===== src/rtl/prio_irq_pkg.sv =====
package prio_irq_pkg;

    typedef enum logic [1:0] {
        ST_IDLE   = 2'd0,
        ST_SIGNAL = 2'd1,
        ST_WAKE   = 2'd2
    } irq_state_e;

    localparam int unsigned OFS_ENABLE  = 0;
    localparam int unsigned OFS_PENDING = 1;
    localparam int unsigned OFS_WINNER  = 2;

endpackage


===== src/rtl/prio_irq_pend.sv =====
module prio_irq_pend #(
    parameter int N_SRC = 32
) (
    input  logic             clk_i,
    input  logic             rst_i,
    input  logic [N_SRC-1:0] req_i,
    input  logic [N_SRC-1:0] clr_i,
    output logic [N_SRC-1:0] pend_o
);

    logic [N_SRC-1:0] pend_q;

    // A live request overrides a clear in the same cycle.
    always_ff @(posedge clk_i) begin
        if (rst_i) begin
            pend_q <= '0;
        end else begin
            pend_q <= (pend_q & ~clr_i) | req_i;
        end
    end

    assign pend_o = pend_q;

endmodule


===== src/rtl/prio_irq_arb.sv =====
module prio_irq_arb #(
    parameter int N_SRC  = 32,
    parameter int PRIO_W = 4,
    parameter int IDX_W  = 5
) (
    input  logic [N_SRC-1:0]        active_i,
    input  logic [N_SRC*PRIO_W-1:0] prio_i,
    output logic                    any_o,
    output logic [IDX_W-1:0]        idx_o
);

    logic [PRIO_W-1:0] best_p;
    logic [IDX_W-1:0]  best_i;
    logic              found;

    // Scan upward: strict compare keeps the lower index on a tie.
    always_comb begin
        best_p = '0;
        best_i = '0;
        found  = 1'b0;
        for (int i = 0; i < N_SRC; i++) begin
            if (active_i[i] && (!found || prio_i[i*PRIO_W +: PRIO_W] > best_p)) begin
                found  = 1'b1;
                best_p = prio_i[i*PRIO_W +: PRIO_W];
                best_i = IDX_W'(i);
            end
        end
    end

    assign any_o = found;
    assign idx_o = best_i;

endmodule


===== src/rtl/prio_irq_regs.sv =====
module prio_irq_regs
    import prio_irq_pkg::*;
#(
    parameter int N_SRC  = 32,
    parameter int PRIO_W = 4,
    parameter int DATA_W = 32,
    parameter int IDX_W  = 5,
    parameter int ADDR_W = 6
) (
    input  logic                    clk_i,
    input  logic                    rst_i,
    input  logic                    wr_i,
    input  logic [ADDR_W-1:0]       addr_i,
    input  logic [DATA_W-1:0]       wdata_i,
    input  logic [N_SRC-1:0]        pend_i,
    input  logic [IDX_W-1:0]        idx_i,
    output logic [DATA_W-1:0]       rdata_o,
    output logic [N_SRC-1:0]        en_o,
    output logic [N_SRC*PRIO_W-1:0] prio_o,
    output logic [N_SRC-1:0]        clr_o
);

    localparam int SEL_W = ADDR_W - 1;

    logic             prio_space;
    logic [SEL_W-1:0] sel;
    logic             sel_ok;
    logic [N_SRC-1:0] en_q;

    assign prio_space = addr_i[ADDR_W-1];
    assign sel        = addr_i[SEL_W-1:0];
    assign sel_ok     = prio_space && (int'(sel) < N_SRC);

    always_ff @(posedge clk_i) begin
        if (rst_i) begin
            en_q <= '0;
        end else if (wr_i && addr_i == ADDR_W'(OFS_ENABLE)) begin
            en_q <= wdata_i[N_SRC-1:0];
        end
    end

    assign clr_o = (wr_i && addr_i == ADDR_W'(OFS_PENDING)) ? wdata_i[N_SRC-1:0] : '0;
    assign en_o  = en_q;

    for (genvar g = 0; g < N_SRC; g++) begin : g_prio
        logic [PRIO_W-1:0] p_q;
        always_ff @(posedge clk_i) begin
            if (rst_i) begin
                p_q <= '0;
            end else if (wr_i && sel_ok && int'(sel) == g) begin
                p_q <= wdata_i[PRIO_W-1:0];
            end
        end
        assign prio_o[g*PRIO_W +: PRIO_W] = p_q;
    end

    always_comb begin
        rdata_o = '0;
        if (sel_ok) begin
            rdata_o = DATA_W'(prio_o[int'(sel)*PRIO_W +: PRIO_W]);
        end else if (addr_i == ADDR_W'(OFS_ENABLE)) begin
            rdata_o = DATA_W'(en_q);
        end else if (addr_i == ADDR_W'(OFS_PENDING)) begin
            rdata_o = DATA_W'(pend_i);
        end else if (addr_i == ADDR_W'(OFS_WINNER)) begin
            rdata_o = DATA_W'(idx_i);
        end
    end

endmodule


===== src/rtl/prio_irq_ctrl.sv =====
module prio_irq_ctrl
    import prio_irq_pkg::*;
#(
    parameter int N_SRC  = 32,
    parameter int PRIO_W = 4,
    parameter int DATA_W = 32,
    localparam int IDX_W  = (N_SRC > 1) ? $clog2(N_SRC) : 1,
    localparam int ADDR_W = ((IDX_W < 2) ? 2 : IDX_W) + 1
) (
    input  logic              clk_i,
    input  logic              rst_i,
    input  logic [N_SRC-1:0]  irq_req_i,
    input  logic              lp_mode_i,
    input  logic              reg_wr_i,
    input  logic [ADDR_W-1:0] reg_addr_i,
    input  logic [DATA_W-1:0] reg_wdata_i,
    output logic [DATA_W-1:0] reg_rdata_o,
    output logic              irq_o,
    output logic              wake_o,
    output logic [IDX_W-1:0]  win_idx_o
);

    logic [N_SRC-1:0]        pend_q;
    logic [N_SRC-1:0]        en_q;
    logic [N_SRC-1:0]        clr;
    logic [N_SRC*PRIO_W-1:0] prio;
    logic                    any_act;
    logic [IDX_W-1:0]        arb_idx;
    logic [IDX_W-1:0]        idx_q;
    irq_state_e              state_q, state_d;

    prio_irq_pend #(.N_SRC(N_SRC)) u_pend (
        .clk_i  (clk_i),
        .rst_i  (rst_i),
        .req_i  (irq_req_i),
        .clr_i  (clr),
        .pend_o (pend_q)
    );

    prio_irq_regs #(
        .N_SRC(N_SRC), .PRIO_W(PRIO_W), .DATA_W(DATA_W),
        .IDX_W(IDX_W), .ADDR_W(ADDR_W)
    ) u_regs (
        .clk_i   (clk_i),
        .rst_i   (rst_i),
        .wr_i    (reg_wr_i),
        .addr_i  (reg_addr_i),
        .wdata_i (reg_wdata_i),
        .pend_i  (pend_q),
        .idx_i   (idx_q),
        .rdata_o (reg_rdata_o),
        .en_o    (en_q),
        .prio_o  (prio),
        .clr_o   (clr)
    );

    prio_irq_arb #(.N_SRC(N_SRC), .PRIO_W(PRIO_W), .IDX_W(IDX_W)) u_arb (
        .active_i (pend_q & en_q),
        .prio_i   (prio),
        .any_o    (any_act),
        .idx_o    (arb_idx)
    );

    // Next-state logic: every state reaches every other.
    always_comb begin
        state_d = state_q;
        unique case (state_q)
            ST_IDLE:   state_d = !any_act ? ST_IDLE : (lp_mode_i ? ST_WAKE : ST_SIGNAL);
            ST_SIGNAL: state_d = !any_act ? ST_IDLE : (lp_mode_i ? ST_WAKE : ST_SIGNAL);
            ST_WAKE:   state_d = !any_act ? ST_IDLE : (lp_mode_i ? ST_WAKE : ST_SIGNAL);
            default:   state_d = ST_IDLE;
        endcase
    end

    always_ff @(posedge clk_i) begin
        if (rst_i) begin
            state_q <= ST_IDLE;
            idx_q   <= '1;
        end else begin
            state_q <= state_d;
            idx_q   <= any_act ? arb_idx : '1;
        end
    end

    always_comb begin
        irq_o  = 1'b0;
        wake_o = 1'b0;
        unique case (state_q)
            ST_IDLE:   begin irq_o = 1'b0; wake_o = 1'b0; end
            ST_SIGNAL: begin irq_o = 1'b1; wake_o = 1'b0; end
            ST_WAKE:   begin irq_o = 1'b1; wake_o = 1'b1; end
            default:   begin irq_o = 1'b0; wake_o = 1'b0; end
        endcase
    end

    assign win_idx_o = idx_q;

endmodule


===== config.mk =====
export PLATFORM = sky130hd
export DESIGN_NAME = prio_irq_ctrl
export DESIGN_NICKNAME = d
export VERILOG_FILES = /design/src/rtl/prio_irq_pkg.sv /design/src/rtl/prio_irq_pend.sv /design/src/rtl/prio_irq_arb.sv /design/src/rtl/prio_irq_regs.sv /design/src/rtl/prio_irq_ctrl.sv
export SDC_FILE = /design/constraint.sdc
export NUM_CORES = 1
export LEC_CHECK = 0
export BUFFER_PORTS_ARGS = -buffer_cell sky130_fd_sc_hd__buf_2
export CAP_MARGIN = 0
export CORE_UTILIZATION = 56
export DETAILED_ROUTE_END_ITERATION = 16
export PLACE_DENSITY_LB_ADDON = 0.05
export SETUP_SLACK_MARGIN = 0.02
export SYNTH_ARGS = -nofsm -noshare
export SYNTH_HDL_FRONTEND = slang
export SYNTH_SLANG_ARGS = --single-unit

===== constraint.sdc =====
create_clock -name clk_i -period 41.1 [get_ports clk_i]
set_input_delay 8.22 -clock clk_i [delete_from_list [all_inputs] [get_ports clk_i]]
set_output_delay 8.22 -clock clk_i [all_outputs]
set_load 0.05 [all_outputs]

==> out/qor.txt, run 1 <==
Yosys Warn Count - 0
Net Count, Synth - 2091
Root Buffer - clkbuf_16
Post-synth cell types - 93
Leak - 9.09 nW
Layout area overhead - 43.4%
Switching share of power - 0.260
Hold violation count in the final report - 0
# fillers - 1700
Synth Flop Type - dfxtp_1
IO Pins - 113
Pwr per Cell Area - 19.2 nW/um^2
CP top delay family - compound AO/OA/AOI/OAI gates
Initial DRC count - 1739
Dpl cells - 2607
Vias in the first global route - 16500
Setup TNS - -15.36 ns
Die area - 28200 um^2
# rows - 60
Share of layout cells above drive strength 1 - 0.402
Cell Area, Placed - 19200 um^2
CP Max Fanout - 8
Crit end category - flip-flop
Crit-path slowest cell - or4_4
Placer Congestion - 0.937
Vias/cell - 6.32
Final worst slack - -3.20 ns
Internal power - 0.315 mW
Asr flop ratio synth - 0
Sequential area share after synthesis - 0.258
Nets@finish - 2581
Tot Pwr - 0.425 mW
Post-Route WL - 57500 um
Max Fclk - 22.6 MHz
Core area - 27000 um^2
Hold_buf cts - 0
Unrepaired setup endpoints after global routing - true
Die Y-Extent - 168 um
CP dominant cell by count - a21oi_2
CTS tree - yes
Number of synthesized flops with an enable pin - 0
Max_cap viols - 0
Max Root-Sink Buffers - 2
Post-Syn Area per Cell - 8.07 um^2
Gr usage total - 0.378
Sequential share of power - 0.469
# DRC - 0
Clock sink total - 199
Largest net degree at the start of global routing - 100
Least-Margin Pin Slew - 1.29 ns
Routed wire length per instance - 20.9 um
Slowest Stage Delay on Critical Path - 0.44 ns
Die Wd - 168 um
Post-DP HPWL - 36600 um
Clock skew - 0.0128 ns
Reg clk slew, reported paths - 0.08 ns
CP Buf/Inv Count - 27
Final Max Tran Viols - 0
Drt pass-1 iters - 5
Violated checks - negative setup slack
Period utilisation layout - 1.08
Mapped Area - 15400 um^2
Starting Density - 0.571
Register bit total from synthesis - 199
Clock share of power - 0.437
Initial antenna violation count - 3
CTS Buf Count - 17
Total congestion overflow - 0
Post-route cell area - 22100 um^2
Fin util - 0.819
Fin cells - 2757
Worst slew margin - 0.131
Post-synthesis cell count - 1915
Crit path required time - 41.42 ns
Vias - 17400
NetSw - 0.110 mW
Status - finished, violations left
Htree depth - 4
Startpoint Class - flip-flop
Dpl ws - -3.20 ns
Arr. time, crit path - 44.63 ns
HP Class - reg -> reg
ANT nets after route - 0
First-pass GRT wire length - 85000 um
WHS - 0.470 ns
Critical path type - reg -> reg
Number of setup violations in the final report - 5
Clk_lat worst skew - 0.45 ns
Combinational share of power - 0.095
VDD IR max - 0.0267 mV
Port Buf Inserts - 112
Fin crit period - 44.30 ns
-- registers in the layout, indices dropped and copies added (netlist names) --
| name | flops |
|---|---|
| state_q | 2 |
| u_pend.pend_o | 32 |
| u_regs.en_o | 32 |
| u_regs.g_prio.p_q | 128 |
| win_idx_o | 5 |
-- cell type report --
| cell class | count | area [um^2] | share of cell area |
|---|---|---|---|
| well taps | 341 | 427 | 0.0193 |
| diodes | 2 | 5.00 | 0.000226 |
| repair buffers | 556 | 3950 | 0.178 |
| inverters | 105 | 399 | 0.0180 |
| multi-input cells | 1526 | 12800 | 0.577 |
| clock buffers | 18 | 439 | 0.0198 |
| flip-flops and latches | 199 | 3990 | 0.180 |
| clock inverters | 10 | 170 | 0.00768 |
-- power by group through the flow --
stage / Clock, mW / Sequential, mW / Combinational, mW
floorplan: 0 / 0.203 / 0.0227
global placement: 0 / 0.203 / 0.0347
detailed placement: 0 / 0.204 / 0.0356
CTS: 0.186 / 0.199 / 0.0372
global route: 0.193 / 0.200 / 0.0429
finish: 0.186 / 0.199 / 0.0403
-- cells by family (layout without fill, tap and decap cells) --
family                   after synthesis  in the layout  share of synthesized area
flip-flops                           199            199                      0.258
multiplexers                         221            221                      0.178
AND/OR/NAND/NOR                      718            718                      0.211
buffers and inverters                190            689                     0.0472
other                                  0              2                          0
adder cells (fa/ha/maj)              105            105                     0.0846
AO/OA/AOI/OAI                        482            482                      0.221
-- final timing paths --
kind | slack, ns | depth (start not counted) | to | start
max | -3.20 | 253 | win_idx_o[4] | u_regs.en_o[0]
min | 0.47 | 2 | u_regs.en_o[18] | u_regs.en_o[18]
max reg2reg | -3.20 | 253 | win_idx_o[4] | u_regs.en_o[0]
min reg2reg | 0.47 | 2 | u_regs.en_o[18] | u_regs.en_o[18]
-- Yosys cell counts, types with 10 or more instances --
cell        n  area [um^2]
nand2_1   234          878
nor2_1    251          942
and2_1     28          175
o21ai_0    59          295
a31oi_1    21          131
a21oi_1   161          806
mux4_2     40          901
buf_1      10         37.5
and3_1     13         81.3
o211ai_1   23          173
nand4_1    22          138
a22o_1     28          245
clkbuf_1   69          259
nor2b_1    28          175
a21o_1     17          128
inv_1     105          394
nand3_1    44          220
or3_1      10         62.6
mux2_2     25          282
ha_1      102         1280
nand2b_1   20          125
o21a_1     20          150
dfxtp_1   199         3980
nor3_1     28          140
mux2i_1   155         1550
-- worst reg2reg max path, delay by kind of cell, from the launching register on --
kind | cells | cell delay (ns)
muxes | 13 | 3.59
adders and majority gates | 33 | 8.50
and+or+nand+nor | 61 | 8.32
AOI/OAI and AO/OA | 119 | 20.25
DFF | 1 | 0.42
buffers and inverters | 27 | 3.14
-- placed cells by master, fill, tap and decap left out, drive strengths merged, types with 6 or more instances in the layout --
cell / synthesis / final
a2111oi: 6 / 6
a211oi: 11 / 11
a21boi: 6 / 6
a21o: 17 / 17
a21oi: 161 / 161
a22o: 28 / 28
a31o: 12 / 12
a31oi: 22 / 22
and2: 28 / 28
and3: 13 / 13
buf: 16 / 556
clkbuf: 69 / 18
dfxtp: 199 / 199
ha: 102 / 102
inv: 105 / 109
mux2: 26 / 26
mux2i: 155 / 155
mux4: 40 / 40
nand2: 234 / 234
nand2b: 20 / 20
nand3: 46 / 46
nand3b: 6 / 6
nand4: 22 / 22
nor2: 251 / 251
nor2b: 28 / 28
nor3: 29 / 29
nor4: 8 / 8
o2111ai: 12 / 12
o211a: 7 / 7
o211ai: 27 / 27
o21a: 21 / 21
o21ai: 66 / 66
o21bai: 7 / 7
o221ai: 6 / 6
o22ai: 6 / 6
o311ai: 7 / 7
o31ai: 6 / 6
or3: 10 / 10
-- routing by layer --
metal	vias to the layer above	track usage	wire length [um]
li1	7981	-	-
met1	8416	0.466	23000
met2	832	0.652	28100
met3	190	0.0578	4180
met4	2	0.166	2320
met5	-	0	10
-- repair_timing --
| action | 4_1_cts | 5_1_grt |
|---|---|---|
| setup buffers | 88 | 32 |
| resized for setup | 114 | 145 |
| endpoints found under the setup margin | 5 | 5 |
| pin swaps | 126 | 98 |
Power figures use the tool's default switching activity.
==> run 2: changes to the inputs <==
--- a/config.mk
+++ b/config.mk
@@ -9,3 +9,3 @@
 export CAP_MARGIN = 0
-export CORE_UTILIZATION = 56
+export CORE_UTILIZATION = 30
 export DETAILED_ROUTE_END_ITERATION = 16
==> constraint.sdc (replaced) <==
create_clock -name clk_i -period 41.1 [get_ports clk_i]
set_input_delay 4.11 -clock clk_i [delete_from_list [all_inputs] [get_ports clk_i]]
set_output_delay 4.11 -clock clk_i [all_outputs]
set_load 0.05 [all_outputs]
==> run 2 against run 1 <==
Against the previous run: the run still ends with negative setup slack left; first-iteration DRC count is 48% lower; sequential share of layout area down 0.31 points; combinational power fell by 1%; fmax rose by 2.7%; sequential power hardly changed; critical endpoint is now win_idx_o[2].
==> out/qor.txt, run 2 (synthesis gave the netlist of run 1 again) <==
# DRC - 0
Placer Congestion - 0.847
Htree depth - 4
WHS - 0.471 ns
CTS tree - yes
Initial antenna violation count - 4
# rows - 82
Reg-to-reg critical path endpoint - win_idx_o[2]
Arr. time, crit path - 43.51 ns
Routed wire length per instance - 19.1 um
Crit end category - flip-flop
First-pass GRT wire length - 90600 um
Most frequent cells in the layout - buf_4, nor2_1, nand2_1
Worst slew margin - 0.279
Violated checks - negative setup slack
Core area - 50500 um^2
IO Pins - 113
Slowest Stage Delay on Critical Path - 0.45 ns
Vias in the first global route - 16000
Final worst slack - -2.04 ns
Fin crit period - 43.14 ns
Worst Hold Path EP - u_regs.en_o[18]
VDD IR max - 0.0306 mV
CP top delay family - compound AO/OA/AOI/OAI gates
ANT nets after route - 0
Root Buffer - clkbuf_16
Fin cells - 3108
Drt pass-1 iters - 5
Starting Density - 0.306
Total congestion overflow - 0
Leak - 9.17 nW
Hold_buf cts - 0
Initial DRC count - 909
Critical path type - reg -> reg
Largest net degree at the start of global routing - 119
Die Wd - 229 um
Most common cell after layout, fill and taps aside - buf_4
Status - finished, violations left
CP dominant cell by count - a21oi_2
Period utilisation layout - 1.05
Max Root-Sink Buffers - 2
Crit path from - u_pend.pend_o[0]
R2R setup slack - -2.04 ns
Clk_lat worst skew - 0.50 ns
Dpl ws - -3.18 ns
Gr usage total - 0.222
Max Fclk - 23.2 MHz
Crit-path slowest cell - or4_4
Reg clk slew, reported paths - 0.08 ns
Clock skew - 0.0115 ns
Crit path required time - 41.47 ns
Final Max Tran Viols - 0
Vias/cell - 5.21
RR Startpoint - u_pend.pend_o[0]
Hold_sp - u_regs.en_o[18]
Post-Route WL - 59300 um
Hold violation count in the final report - 0
CP Max Fanout - 7
Port Buf Inserts - 112
WHS Path Cells - 2
Die Y-Extent - 229 um
Layout area overhead - 45.9%
Max reg flops - 128
Nets@finish - 2596
Pwr per Cell Area - 18.6 nW/um^2
Top reg by flops - u_regs.g_prio.p_q
Dpl cells - 2963
Clock sink total - 199
Unrepaired setup endpoints after global routing - true
Post-DP HPWL - 43300 um
Die area - 52400 um^2
CTS Buf Count - 17
Vias - 16200
Least-Margin Pin Slew - 1.08 ns
Share of layout cells above drive strength 1 - 0.403
Number of setup violations in the final report - 5
CP Buf/Inv Count - 15
Startpoint Class - flip-flop
Reg2reg path depth - 243
Max_cap viols - 0
HP Class - reg -> reg
# fillers - 5089
run 2: changes by cell type in the layout (fill, tap and decap cells not counted), sizes merged:
cell	before	now
inv	109	110
diode	2	3
clkinv	1	4
buf	556	571
clkinvlp	1	0
clkbuf	18	22
bufinv	4	1
run 2: metrics by stage:
step	utilization	TNS (ns)	instance area, um^2	power [mW]
2_1_floorplan	-	-2.30	16200	0.226
3_3_place_gp	0.393	-10.81	19900	0.240
3_5_place_dp	0.393	-15.23	19900	0.241
4_1_cts	0.427	-7.46	21500	0.423
5_1_grt	0.446	-21.85	22500	0.435
6_report	0.446	-9.30	22500	0.420
run 2: layout make-up:
cell class	instances	area, um^2	share of cell area
Sequential cell	199	3990	0.177
Timing Repair Buffer	571	4070	0.181
Clock inverter	10	111	0.00494
Inverter	105	394	0.0175
Tap cell	672	841	0.0373
Antenna cell	3	7.51	0.000333
Multi-Input combinational cell	1526	12600	0.561
Clock buffer	22	474	0.0210
run 2: what timing repair did:
| item | 4_1_cts | 5_1_grt |
|---|---|---|
| buffers inserted | 73 | 39 |
| gates resized for setup | 106 | 133 |
| pin swaps | 130 | 195 |
| endpoints found under the setup margin | 5 | 5 |
run 2: worst max-delay path by stage:
stage | endpoint | slack [ns] | cells past startpoint
6_report | win_idx_o[2] | -2.04 | 243
5_1_grt | win_idx_o[2] | -4.54 | 254
4_1_cts | win_idx_o[2] | -1.62 | 249
3_5_place_dp | win_idx_o[2] | -3.18 | 245
3_3_place_gp | win_idx_o[2] | -2.30 | 242
2_1_floorplan | win_idx_o[2] | -0.58 | 249
run 2: worst min-delay path: cells and delay by family (launching register included):
family | cells | cell delay [ns]
flops | 1 | 0.32
compound gates | 1 | 0.05
simple gates | 1 | 0.05
run 2: where the power goes:
part / switching (mW) / leakage, nW / total (mW) / internal (mW)
registers: 0.00362 / 1.62 / 0.199 / 0.196
logic: 0.0241 / 7.27 / 0.0398 / 0.0156
clock network: 0.0905 / 0.288 / 0.181 / 0.0901
total: 0.118 / 9.17 / 0.420 / 0.301
run 2: metal layers:
layer | global-route usage | vias up | part of all wire
met3 | 0.0277 | 73 | 0.025
li1 | - | 8002 | -
met2 | 0.381 | 243 | 0.49
met5 | 0 | - | 0
met1 | 0.288 | 7889 | 0.46
met4 | 0.0681 | 0 | 0.023
==> run 3: changes to the inputs <==
Settings changed: RECOVER_POWER set to 25.
==> run 3 against run 2 <==
Against the previous run: the run ends with max-capacitance violations, max-slew violations, negative setup slack left; highest routed layer unchanged; wire length barely moved; flip-flop and latch count unchanged; critical path depth did not move; die area did not move; via count is 0.11% lower; worst setup slack about the same.
==> out/qor.txt, run 3 (synthesis gave the netlist of run 1 again) <==
Leak - 9.15 nW
Crit end category - flip-flop
Status - finished, violations left
Max_cap viols - 1
Htree depth - 4
Post-DP HPWL - 43300 um
Final worst slack - -2.04 ns
Final Max Tran Viols - 48
Die area - 52400 um^2
Total congestion overflow - 0
CP dominant cell by count - a21oi_2
CP Max Fanout - 7
Reg clk slew, reported paths - 0.08 ns
Clk_lat worst skew - 0.50 ns
# fillers - 5092
Vias/cell - 5.21
Slowest Stage Delay on Critical Path - 0.45 ns
Drt pass-1 iters - 5
Max Fclk - 23.2 MHz
Critical path type - reg -> reg
Routed wire length per instance - 19.1 um
NetSw - 0.118 mW
Register area - 3990 um^2
Tot Pwr - 0.420 mW
Placer Congestion - 0.847
Share of layout cells above drive strength 1 - 0.400
Unrepaired setup endpoints after global routing - true
Largest net degree at the start of global routing - 119
Startpoint Class - flip-flop
First-pass GRT wire length - 90600 um
Port Buf Inserts - 112
WL met1 - 27300 um
Pwr per Cell Area - 18.6 nW/um^2
HP Class - reg -> reg
Internal power - 0.301 mW
Arr. time, crit path - 43.52 ns
# rows - 82
Die Y-Extent - 229 um
WHS - 0.471 ns
Starting Density - 0.306
Fin crit period - 43.14 ns
Clock sink total - 199
IO Pins - 113
Routed wl met3 - 1620 um
Number of setup violations in the final report - 5
VDD IR max - 0.0309 mV
Period utilisation layout - 1.05
Max reg flops - 128
Clock share of power - 0.431
Clock skew - 0.00810 ns
Die Wd - 229 um
Vias in the first global route - 16000
# DRC - 0
Core area - 50500 um^2
Most frequent cells in the layout - buf_4, nor2_1, nand2_1
CP Buf/Inv Count - 15
Combinational share of power - 0.095
Crit-path slowest cell - or4_4
Hold violation count in the final report - 0
ANT nets after route - 0
Top reg by flops - u_regs.g_prio.p_q
Highest layer used for signal routing - met4
Footprint of the multi-input gates - 12600 um^2
Post-Route WL - 59300 um
Root Buffer - clkbuf_16
Most common cell after layout, fill and taps aside - buf_4
Vias - 16200
Least-Margin Pin Slew - 3.17 ns
CTS tree - yes
Sequential share of power - 0.474
Crit path required time - 41.47 ns
Met2 wire length - 29000 um
Layout area overhead - 45.8%
CP top delay family - compound AO/OA/AOI/OAI gates
Violated checks - max-capacitance violations, max-slew violations, negative setup slack
CTS Buf Count - 17
Switching share of power - 0.282
Initial antenna violation count - 4
Worst slew margin - -1.11
Nets@finish - 2596
Gr usage total - 0.222
Initial DRC count - 855
Max Root-Sink Buffers - 2
Hold_buf cts - 0
run 3: cell count changes in the layout (fill, tap and decap cells not counted), sizes merged:
cell    previous run  this run
clkbuf            22        30
buf              571       563
run 3: path summary, 6_finish.rpt:
path	start	cells after the start	to	slack (ns)
worst max-delay path	u_pend.pend_o[0]	243	win_idx_o[2]	-2.04
worst min-delay path	u_regs.en_o[18]	2	u_regs.en_o[18]	0.47
worst max register to register	u_pend.pend_o[0]	243	win_idx_o[2]	-2.04
worst min register to register	u_regs.en_o[18]	2	u_regs.en_o[18]	0.47
run 3: timing repair:
| action | CTS | global route |
|---|---|---|
| pin swaps | 130 | 195 |
| resized for setup | 106 | 133 |
| setup endpoints to repair | 5 | 5 |
| buffers inserted | 73 | 39 |
run 3: metrics by stage:
stage | utilization | setup TNS [ns] | std cells | worst slack [ns] | area [um^2]
after global routing | 0.446 | -21.85 | 3107 | -4.54 | 22500
after global placement | 0.393 | -10.81 | 2963 | -2.30 | 19900
after CTS | 0.427 | -7.46 | 3068 | -1.62 | 21500
final | 0.446 | -9.32 | 3108 | -2.04 | 22500
after floorplan | - | -2.30 | 1915 | -0.583 | 16200
after detailed placement | 0.393 | -15.23 | 2963 | -3.18 | 19900
run 3: worst min-delay path: stages (launching register included):
cell	delay, ns
dfxtp_1	0.32
nand2_1	0.05
a21oi_1	0.05
run 3: cell type report:
cell class / instances / share of cell area
multi-input cells: 1526 / 0.561
clock buffers: 22 / 0.0211
inverters: 105 / 0.0175
clock inverters: 10 / 0.00494
repair buffers: 571 / 0.180
flip-flops and latches: 199 / 0.177
diodes: 3 / 0.000333
well taps: 672 / 0.0373
run 3: per-layer routing:
metal | up-vias | global-route usage
met5 | - | 0
met3 | 76 | 0.0277
met4 | 0 | 0.0681
met2 | 252 | 0.381
met1 | 7865 | 0.288
li1 | 7996 | -
run 3: power groups by stage:
stage	clock, mW	sequential [mW]	combinational, mW
after CTS	0.185	0.199	0.0383
after global routing	0.192	0.200	0.0436
after detailed placement	0	0.204	0.0369
after global placement	0	0.204	0.0364
after floorplan	0	0.203	0.0227
final	0.181	0.199	0.0398
